[config.mk]
export PLATFORM = sky130hd
export DESIGN_NAME = pixel_serializer
export DESIGN_NICKNAME = d
export VERILOG_FILES = /design/src/rtl/vser_pkg.sv /design/src/rtl/vser_timing.sv /design/src/rtl/vser_shifter.sv /design/src/rtl/vser_outmux.sv /design/src/rtl/pixel_serializer.sv
export SDC_FILE = /design/constraint.sdc
export NUM_CORES = 1
export LEC_CHECK = 0
export BUFFER_PORTS_ARGS = -buffer_cell sky130_fd_sc_hd__buf_2
export CAP_MARGIN = 30
export CORE_MARGIN = 2
export CORE_UTILIZATION = 35
export DETAILED_ROUTE_END_ITERATION = 10
export REMOVE_ABC_BUFFERS = 1
export SLEW_MARGIN = 10
export SYNTH_ARGS = -nofsm -noshare
export SYNTH_HDL_FRONTEND = slang
export SYNTH_SLANG_ARGS = --single-unit
[constraint.sdc]
create_clock -name clk -period 7.1 [get_ports clk]
set_input_delay 1.42 -clock clk [delete_from_list [all_inputs] [get_ports clk]]
set_output_delay 1.42 -clock clk [all_outputs]
set_load 0.005 [all_outputs]
[src/rtl/vser_pkg.sv]
package vser_pkg;

  typedef enum logic [1:0] {
    MODE_1BPP = 2'd0,
    MODE_2BPP = 2'd1,
    MODE_4BPP = 2'd2,
    MODE_4ALT = 2'd3
  } depth_mode_t;

  // Bits per pixel for a mode code; this is also the hold length in cycles
  function automatic int unsigned bits_per_pixel(input logic [1:0] m);
    case (m)
      2'd0:    return 1;
      2'd1:    return 2;
      default: return 4;
    endcase
  endfunction

endpackage

[src/rtl/vser_timing.sv]
module vser_timing
  import vser_pkg::*;
#(
  parameter int BYTE_W = 8,
  parameter int CNT_W  = 4,
  parameter int PH_W   = 2
) (
  input  logic       clk,
  input  logic       rst_n,
  input  logic       strobe_i,
  input  logic [1:0] mode_i,
  output logic       load_o,
  output logic       shift_o,
  output logic       active_o,
  output logic [1:0] mode_o
);

  logic [CNT_W-1:0] tcnt;
  logic [PH_W-1:0]  ph;
  logic [1:0]       mode_q;
  logic [PH_W-1:0]  hold_last;
  logic             last_cycle;

  assign hold_last  = PH_W'(bits_per_pixel(mode_q) - 1);
  assign active_o   = (tcnt != '0);
  assign last_cycle = (tcnt == CNT_W'(1));
  assign load_o     = strobe_i && (!active_o || last_cycle);
  assign shift_o    = active_o && !load_o && (ph == hold_last);
  assign mode_o     = mode_q;

  always_ff @(posedge clk) begin
    if (!rst_n) begin
      tcnt   <= '0;
      ph     <= '0;
      mode_q <= MODE_1BPP;
    end else if (load_o) begin
      tcnt   <= CNT_W'(BYTE_W);
      ph     <= '0;
      mode_q <= mode_i;
    end else if (active_o) begin
      tcnt <= tcnt - CNT_W'(1);
      ph   <= (ph == hold_last) ? '0 : ph + PH_W'(1);
    end
  end

  assert_load_starts_R2: assert property (@(posedge clk) disable iff (!rst_n)
    load_o |=> (tcnt == CNT_W'(BYTE_W) && ph == '0));

  assert_ignore_busy_R7: assert property (@(posedge clk) disable iff (!rst_n)
    (strobe_i && tcnt > CNT_W'(1)) |=> (tcnt == $past(tcnt) - CNT_W'(1)));

  assert_span_end_R6: assert property (@(posedge clk) disable iff (!rst_n)
    (last_cycle && !strobe_i) |=> !active_o);

  assert_mode_hold_R8: assert property (@(posedge clk) disable iff (!rst_n)
    !load_o |=> $stable(mode_q));

endmodule

[src/rtl/vser_shifter.sv]
module vser_shifter
  import vser_pkg::*;
#(
  parameter int BYTE_W = 8
) (
  input  logic              clk,
  input  logic              rst_n,
  input  logic              load_i,
  input  logic              shift_i,
  input  logic [BYTE_W-1:0] data_i,
  input  logic [1:0]        mode_i,
  output logic [BYTE_W-1:0] shreg_o
);

  logic [BYTE_W-1:0] shreg;

  always_ff @(posedge clk) begin
    if (!rst_n)
      shreg <= '0;
    else if (load_i)
      shreg <= data_i;
    else if (shift_i)
      shreg <= shreg << bits_per_pixel(mode_i);
  end

  assign shreg_o = shreg;

endmodule

[src/rtl/vser_outmux.sv]
module vser_outmux
  import vser_pkg::*;
#(
  parameter int BYTE_W = 8,
  parameter int PIX_W  = 4
) (
  input  logic              clk,
  input  logic              rst_n,
  input  logic [BYTE_W-1:0] shreg_i,
  input  logic [1:0]        mode_i,
  input  logic              active_i,
  input  logic              de_i,
  output logic [PIX_W-1:0]  pixel_o
);

  // Top bpp bits of the shift register, right-aligned
  function automatic logic [PIX_W-1:0] top_field(input logic [BYTE_W-1:0] s,
                                                 input int unsigned bpp);
    logic [BYTE_W-1:0] t;
    t = s >> (BYTE_W - bpp);
    t = t & ((BYTE_W'(1) << bpp) - BYTE_W'(1));
    return PIX_W'(t);
  endfunction

  assign pixel_o = (de_i && active_i) ? top_field(shreg_i, bits_per_pixel(mode_i)) : '0;

  assert_upper_zero_R10: assert property (@(posedge clk) disable iff (!rst_n)
    (mode_i == MODE_1BPP) |-> (pixel_o[PIX_W-1:1] == '0));

  assert_blank_R9: assert property (@(posedge clk) disable iff (!rst_n)
    !de_i |-> (pixel_o == '0));

endmodule

[src/rtl/pixel_serializer.sv]
module pixel_serializer
  import vser_pkg::*;
#(
  parameter int BYTE_W = 8,
  parameter int PIX_W  = 4
) (
  input  logic              clk,
  input  logic              rst_n,
  input  logic              byte_stb,
  input  logic [BYTE_W-1:0] byte_data,
  input  logic [1:0]        mode_sel,
  input  logic              disp_en,
  output logic [PIX_W-1:0]  pix_index,
  output logic              pix_valid
);

  localparam int CNT_W = $clog2(BYTE_W + 1);
  localparam int PH_W  = (PIX_W > 1) ? $clog2(PIX_W) : 1;

  logic              load_w;
  logic              shift_w;
  logic              active_w;
  logic [1:0]        mode_w;
  logic [BYTE_W-1:0] shreg_w;

  vser_timing #(.BYTE_W(BYTE_W), .CNT_W(CNT_W), .PH_W(PH_W)) u_timing (
    .clk(clk), .rst_n(rst_n), .strobe_i(byte_stb), .mode_i(mode_sel),
    .load_o(load_w), .shift_o(shift_w), .active_o(active_w), .mode_o(mode_w)
  );

  vser_shifter #(.BYTE_W(BYTE_W)) u_shift (
    .clk(clk), .rst_n(rst_n), .load_i(load_w), .shift_i(shift_w),
    .data_i(byte_data), .mode_i(mode_w), .shreg_o(shreg_w)
  );

  vser_outmux #(.BYTE_W(BYTE_W), .PIX_W(PIX_W)) u_out (
    .clk(clk), .rst_n(rst_n), .shreg_i(shreg_w), .mode_i(mode_w),
    .active_i(active_w), .de_i(disp_en), .pixel_o(pix_index)
  );

  assign pix_valid = active_w;

  assert_shift_needs_active_R6: assert property (@(posedge clk) disable iff (!rst_n)
    shift_w |-> (active_w && !load_w));

endmodule

==> metrics.cfg, run 1 <==
[timing]
min_period_ns = 4.31
rsz0062_at_grt = no
finalClockSkew_ns = 0.00141
hold_viol = 0
slew_violations = 0
worst_slew_pin_slew_ns = 0.516
setup_slack_ns = 2.79
fmax_mhz = 232
slew_headroom = 0.654
setup_violations = 0
tns_ns = 0
fin_crit_sh = 0.607

[critical_path]
crit_required_ns = 5.68
crit_fanout = 13
crit_arrival_ns = 2.89
end_kind = primary output
reg2regPathDepth = 7
cpMaxStageDelayCell = dfxtp_1
cp_num_cells = 8
crit_family = adder cells
critPathMaxStageDelay_ns = 0.62
critPathKind = register to primary output
crit_chain = nor2_2, inv_1, ha_1, inv_1, ha_1, mux4_2, nor3b_1, buf_2
cp_num_buf_inv = 3
reg2reg_slack_ns = 4.60
cp-start-kind = register

[route]
drt-total-wl_microns = 2490
drt_iter0_drc = 38
ant_nets = 0
vias_per_cell = 5.14
vias = 967
firstDrtPassIters = 4
post-route-drc-count = 0
avgRoutedWirePerCell_microns = 13.2

[synthesis]
syn_area_per_cell_sq_um = 9.12
ys_seq_elements = 16
yosys_most_used_dff = dfxtp_1
synth_area_sq_um = 1150
yosys_warnings = 0
synth_cell_types = 43
synth-xor-area-share = 0.0229
synth_compound_area_frac = 0.193
synth.yosys.seq_area_share = 0.279
synth_fa_ha_area_frac = 0.0545
async_reset_ff_frac = 0
synthCells = 126
synthMuxAreaShare = 0.161
synth_edf_count = 0
synth_top_family_by_area = simple AND/OR/NAND/NOR gates
yosys.area_share.simple = 0.236

[clock_tree]
numCtsBuffers = 3
cts_sinks = 16
clock_latency_ns = 0.29
holdBufCountCts = 0
cts_buffer_depth = 2
cts.reportedPaths.clkPinSlew_ns = 0.10
cts-resized-gates = 0
postCtsSetupBuffers = 0
cts_tree = built
cts_root_buf = clkbuf_4
cts_max_level = 1

[die]
row_count = 20
die-area_sq_um = 3760
core_sq_um = 3080
start_util = 0.373
die_y_microns = 61.3
fp.dieW_microns = 61.3
pin_count = 19

[global_route]
grt_pass1_wl_microns = 4110
grt_pass1_vias = 921
overflow = 0
grtUsageTotal = 0.148
antenna_found_initial = 0
grt_start_max_net_pins = 14

[placement]
port_buffers = 18
gp_congestion = 0.862
dp_slack_ns = 3.14
dp_hpwl_microns = 1960
post-place-cells = 184

[final_layout]
multi_input_area_sq_um = 767
antennaDiodeCount = 0
regArea_sq_um = 320
fin_nets = 164
drive_above_1_share = 0.271
final_cells = 188
n_fill_cell = 322
area_growth_pct = 13.7

[min_path]
min_path_cells = 2
min_path_type = register to register

[power]
total_power_mw = 0.520
total_leakage_power_nw = 0.544
powerDensity_nw_per_um2 = 398
vdd_drop_max_mv = 0.185

[run_status]
status = finished, final reports clean

[job]
maxCapViolCount = 0

-- cell usage after synthesis, drive strengths merged (3+ instances only) --
cell type | n | area [sq um]
nor3 | 6 | 35.0
dfxtp | 16 | 320
a221o | 4 | 40.0
o211ai | 4 | 43.8
ha | 5 | 62.6
a21oi | 3 | 15.0
inv | 10 | 37.5
nor2 | 12 | 55.1
mux2 | 6 | 67.6
mux4 | 3 | 67.6
o221ai | 3 | 26.3
nand2 | 15 | 56.3
and2 | 3 | 21.3
mux2i | 5 | 50.1
nand2b | 3 | 18.8
-- kinds of logic after synthesis --
family          count (synthesis)
simple gates                   49
compound gates                 25
flops                          16
buf+inv                        14
mux                            14
fa+ha+maj                       5
xor+xnor                        3
-- worst paths after layout --
path                                         start                 end
worst max-delay path            u_timing.mode_o[0]        pix_index[1]
worst min-delay path              u_timing.tcnt[1]    u_timing.tcnt[1]
worst max register to register  u_timing.mode_o[1]  u_shift.shreg_o[3]
worst min register to register    u_timing.tcnt[1]    u_timing.tcnt[1]
-- cells in the final DEF (no fill, tap or decap), drive strengths merged, types with 3 or more instances in the layout --
| cell | Yosys | final |
|---|---|---|
| a21oi | 3 | 3 |
| a221o | 4 | 4 |
| and2 | 3 | 3 |
| buf | 2 | 18 |
| clkbuf | 2 | 4 |
| dfxtp | 16 | 16 |
| ha | 5 | 5 |
| inv | 10 | 10 |
| mux2 | 6 | 6 |
| mux2i | 5 | 5 |
| mux4 | 3 | 3 |
| nand2 | 15 | 15 |
| nand2b | 3 | 3 |
| nor2 | 12 | 12 |
| nor3 | 6 | 6 |
| o211ai | 4 | 4 |
| o221ai | 3 | 3 |
-- area by class of cell --
| cell class | count | area share |
|---|---|---|
| tap | 44 | 0.0421 |
| multi-input combinational | 96 | 0.587 |
| inverter | 10 | 0.0287 |
| timing repair buffer | 18 | 0.0690 |
| sequential | 16 | 0.245 |
| clock buffer | 4 | 0.0278 |
-- registers in the layout (all words and copies together), names as in the netlist --
| register | flops |
|---|---|
| u_timing.ph | 2 |
| u_timing.mode_o | 2 |
| u_shift.shreg_o | 8 |
| u_timing.tcnt | 4 |
-- power breakdown --
group | switching (mW) | leakage (nW) | total [mW] | internal (mW)
logic | 0.156 | 0.391 | 0.296 | 0.140
clock network | 0.0305 | 0.0210 | 0.0618 | 0.0313
registers | 0.0423 | 0.131 | 0.161 | 0.119
total | 0.229 | 0.544 | 0.520 | 0.291
-- worst min-delay path: cells and delay by family (launching register included) --
| kind | cells | cell delay, ns |
|---|---|---|
| flip-flops | 1 | 0.33 |
| AO/OA/AOI/OAI | 1 | 0.05 |
| AND/OR/NAND/NOR | 1 | 0.10 |
-- metrics by stage --
step,util,hold WS (ns),area (sq um)
CTS,0.424,0.517,1310
detailed placement,0.413,0.502,1270
floorplan,-,0.475,1120
global route,0.424,0.549,1310
finish,0.424,0.518,1310
global placement,0.413,0.494,1270
-- per-layer routing --
metal,vias up,global-route usage,wire [microns]
li1,497,-,-
met1,437,0.206,1200
met4,0,0.0652,43
met5,-,0,0
met2,28,0.228,1110
met3,5,0.0189,129
Note: power is estimated with default switching activity, not from simulation.
==> inputs of run 2 (changes only) <==
==> constraint.sdc (replaced) <==
create_clock -name clk -period 4.3 [get_ports clk]
set_input_delay 0.86 -clock clk [delete_from_list [all_inputs] [get_ports clk]]
set_output_delay 0.86 -clock clk [all_outputs]
set_load 0.005 [all_outputs]
==> run 2 against run 1 <==
  * Global-route usage shrank 0.57 points
  * Die area unchanged
  * Sequential share of layout area is the same
  * Final area unchanged
  * Critical path type unchanged
  * Routed wire length fell by 2.2%
  * Via count is 0.10% lower
  * Clock power rose by 63%
  * Final cell count unchanged
==> metrics.cfg, run 2 (synthesis gave the netlist of run 1 again) <==
[clock_tree]
cts_sinks = 16
cts_root_buf = clkbuf_4
cts-resized-gates = 0
clock_latency_ns = 0.29
cts_buffer_depth = 2
cts.reportedPaths.clkPinSlew_ns = 0.10
cts_max_level = 1
cts_tree = built
holdBufCountCts = 0
postCtsSetupBuffers = 0
numCtsBuffers = 3

[timing]
tns_ns = 0
rsz0062_at_grt = no
worst_slew_pin_slew_ns = 0.547
slew_headroom = 0.633
slew_violations = 0
finalClockSkew_ns = 0.00631
fin_crit_sh = 0.864
setup_violations = 0
fmax_mhz = 269
hold_ws_ns = 0.517
hold_viol = 0
min_period_ns = 3.72

[global_route]
grtUsageTotal = 0.142
grt_pass1_vias = 918
grt_pass1_wl_microns = 4040
grt_start_max_net_pins = 14
antenna_found_initial = 0
overflow = 0

[die]
pin_count = 19
core_sq_um = 3080
die-area_sq_um = 3760
fp.dieW_microns = 61.3
row_count = 20
die_y_microns = 61.3
start_util = 0.373

[critical_path]
critPathMaxStageDelay_ns = 0.61
crit_family = adder cells
reg2regPathDepth = 7
crit_chain = nor2_2, inv_1, ha_1, inv_1, ha_1, mux4_2, nor3b_1, buf_2
reg2reg_slack_ns = 1.80
crit_start = u_timing.mode_o[0]
cp-start-kind = register
crit_required_ns = 3.44
cpMaxStageDelayCell = dfxtp_1
crit_arrival_ns = 2.86
cp_num_buf_inv = 3
rr_startpoint = u_timing.mode_o[1]
end_kind = primary output
worstReg2RegEnd = u_shift.shreg_o[3]
critPathKind = register to primary output
cp_num_cells = 8
crit_end = pix_index[1]
crit_fanout = 13

[final_layout]
area_growth_pct = 13.7
fin_nets = 164
final_cell_mix = buf_2, dfxtp_1, nand2_1
drive_above_1_share = 0.271
fin_area_sq_um = 1310
largest_register_ffs = 8
antennaDiodeCount = 0
final_common_cell = buf_2
post-route-util = 0.424

[run_status]
status = finished, final reports clean

[route]
drt-total-wl_microns = 2440
post-route-drc-count = 0
avgRoutedWirePerCell_microns = 13.0
firstDrtPassIters = 4
vias = 966
drt_iter0_drc = 36
vias_per_cell = 5.14
ant_nets = 0

[power]
p_sw_mw = 0.374
vdd_drop_max_mv = 0.323
p_comb_frac = 0.570
swShare = 0.438
p_seq_frac = 0.311
p_int_mw = 0.479
powerDensity_nw_per_um2 = 653
total_power_mw = 0.853
p_clk_frac = 0.119
total_leakage_power_nw = 0.544

[placement]
gp_congestion = 0.862
port_buffers = 18
placed_area_sq_um = 1270
dp_hpwl_microns = 1950

[job]
maxCapViolCount = 0

[min_path]
min_path_type = register to register

run 2: power groups by stage:
stage                     clock [mW]  combinational, mW  sequential [mW]
after floorplan                    0              0.403            0.246
after global placement             0              0.482            0.267
after detailed placement           0              0.492            0.268
after CTS                      0.103              0.493            0.265
after global routing           0.111              0.538            0.276
final                          0.101              0.487            0.265
run 2: tightest hold or removal path, delay by kind of cell, from the launching register on:
family	cells	cell delay, ns
and+or+nand+nor	1	0.07
AOI/OAI and AO/OA	1	0.05
DFF	1	0.35
run 2: stage by stage:
stage                     setup slack, ns  cells
after global placement               1.02    184
final                               0.585    188
after global routing                0.379    188
after floorplan                      1.30    122
after CTS                           0.586    188
after detailed placement            0.919    184
run 2: routing by layer:
| layer | global-route usage | up-vias | wire length (microns) |
|---|---|---|---|
| li1 | - | 496 | - |
| met1 | 0.202 | 451 | 1210 |
| met2 | 0.222 | 17 | 1120 |
| met3 | 0.0126 | 2 | 83 |
| met4 | 0.0559 | 0 | 22 |
| met5 | 0 | - | 0 |
run 2: area by class of cell:
type | count | area [sq um]
fill | 323 | 1770
multi-input combinational | 96 | 767
sequential | 16 | 320
timing repair buffer | 18 | 90.1
tap | 44 | 55.1
inverter | 10 | 37.5
clock buffer | 4 | 36.3
run 2: how the worst min path moves through the flow:
stage	from	endpoint	slack (ns)	depth (start not counted)
2_1_floorplan	u_timing.tcnt[2]	u_timing.tcnt[2]	0.47	2
3_3_place_gp	u_timing.tcnt[1]	u_timing.tcnt[1]	0.49	2
3_5_place_dp	u_timing.tcnt[1]	u_timing.tcnt[1]	0.50	2
4_1_cts	u_timing.tcnt[1]	u_timing.tcnt[1]	0.52	2
5_1_grt	u_timing.tcnt[1]	u_timing.tcnt[1]	0.55	2
6_report	u_timing.tcnt[2]	u_timing.tcnt[2]	0.52	2
==> inputs of run 3 (changes only) <==
--- a/config.mk
+++ b/config.mk
@@ -10,6 +10,7 @@
 export CORE_MARGIN = 2
 export CORE_UTILIZATION = 35
 export DETAILED_ROUTE_END_ITERATION = 10
+export MAX_ROUTING_LAYER = met4
 export REMOVE_ABC_BUFFERS = 1
 export SLEW_MARGIN = 10
 export SYNTH_ARGS = -nofsm -noshare
==> run 3 against run 2 <==
  * Setup slack improved by 0.014 ns
  * Sequential share of layout area unchanged
  * Via count is 0.52% higher
  * Utilization unchanged
  * Critical path type unchanged
  * Highest routed layer unchanged
==> metrics.cfg, run 3 (synthesis gave the netlist of run 1 again) <==
[run_status]
status = finished, final reports clean

[critical_path]
crit_chain = nor2_2, inv_1, ha_1, inv_1, ha_1, mux4_2, nor3b_1, buf_2
critPathMaxStageDelay_ns = 0.61
cp-start-kind = register
critPathKind = register to primary output
end_kind = primary output
crit_arrival_ns = 2.84
cpMaxStageDelayCell = dfxtp_1
cp_num_buf_inv = 3
crit_family = adder cells
crit_fanout = 13
crit_required_ns = 3.44

[final_layout]
regArea_sq_um = 320
area_growth_pct = 13.7
fin_nets = 164
n_fill_cell = 309
largest_register_ffs = 8
antennaDiodeCount = 0
final_common_cell = buf_2
post-route-util = 0.424
final_cell_mix = buf_2, dfxtp_1, nand2_1
multi_input_area_sq_um = 767
drive_above_1_share = 0.271

[route]
post-route-drc-count = 0
drt_iter0_drc = 39
vias_per_cell = 5.16
avgRoutedWirePerCell_microns = 13.5
vias = 971
firstDrtPassIters = 4
ant_nets = 0
drt-total-wl_microns = 2540

[die]
pin_count = 19
die-area_sq_um = 3760
core_sq_um = 3080
start_util = 0.373
die_y_microns = 61.3
fp.dieW_microns = 61.3
row_count = 20

[power]
swShare = 0.440
total_leakage_power_nw = 0.544
p_clk_frac = 0.118
p_seq_frac = 0.313
vdd_drop_max_mv = 0.297
p_comb_frac = 0.569
p_int_mw = 0.480
p_sw_mw = 0.377
powerDensity_nw_per_um2 = 656

[global_route]
antenna_found_initial = 0
grt_start_max_net_pins = 14
grtUsageTotal = 0.166
grt_pass1_wl_microns = 4390
grt_pass1_vias = 948
overflow = 0

[placement]
dp_hpwl_microns = 1970
gp_congestion = 0.853
port_buffers = 18

[timing]
setup_violations = 0
hold_viol = 0
min_period_ns = 3.70
tns_ns = 0
worst_slew_pin_slew_ns = 0.493
fmax_mhz = 270
rsz0062_at_grt = no
hold_ws_ns = 0.520
slew_violations = 0
finalClockSkew_ns = 0.00511
fin_crit_sh = 0.861
slew_headroom = 0.669

[min_path]
min_path_type = register to register

[clock_tree]
cts_max_level = 1
cts_root_buf = clkbuf_4
cts_sinks = 16
cts_buffer_depth = 2
cts_tree = built
clock_latency_ns = 0.30
postCtsSetupBuffers = 0
numCtsBuffers = 3
holdBufCountCts = 0
cts.reportedPaths.clkPinSlew_ns = 0.09
cts-resized-gates = 0

[job]
maxCapViolCount = 0

-- run 3: power by group through the flow --
stage / combinational (mW) / sequential [mW] / clock [mW]
after detailed placement: 0.490 / 0.270 / 0
final: 0.488 / 0.268 / 0.101
after global placement: 0.481 / 0.268 / 0
after global routing: 0.544 / 0.280 / 0.114
after floorplan: 0.403 / 0.246 / 0
after CTS: 0.492 / 0.267 / 0.105
-- run 3: per-stage QoR --
step | worst slack [ns] | cell area, sq um | power [mW] | instances
floorplan | 1.30 | 1120 | 0.649 | 122
global placement | 1.02 | 1270 | 0.749 | 184
detailed placement | 0.927 | 1270 | 0.760 | 184
CTS | 0.581 | 1310 | 0.864 | 188
global route | 0.357 | 1310 | 0.938 | 188
finish | 0.599 | 1310 | 0.857 | 188
-- run 3: metal layers --
layer  vias to the layer above  GRT usage  wire, microns
li1                        494          -              -
met1                       452      0.214           1230
met2                        20      0.254           1160
met3                         5     0.0210             87
met4                         0     0.0839             55
met5                         -          -              0
-- run 3: path summary, 6_finish.rpt --
kind / cells past startpoint / from / slack, ns / end
worst max-delay path: 8 / u_timing.mode_o[0] / 0.60 / pix_index[1]
worst min-delay path: 2 / u_timing.tcnt[1] / 0.52 / u_timing.tcnt[1]
worst max register to register: 7 / u_timing.mode_o[1] / 1.83 / u_shift.shreg_o[1]
worst min register to register: 2 / u_timing.tcnt[1] / 0.52 / u_timing.tcnt[1]
-- run 3: cell type report --
class / count / area share
multi-input combinational: 96 / 0.587
timing repair buffer: 18 / 0.0690
tap: 44 / 0.0421
sequential: 16 / 0.245
clock buffer: 4 / 0.0278
inverter: 10 / 0.0287
-- run 3: tightest hold or removal path, delay by kind of cell (launching register included) --
| kind | cells | cell delay [ns] |
|---|---|---|
| simple gates | 1 | 0.10 |
| flops | 1 | 0.34 |
| compound gates | 1 | 0.04 |
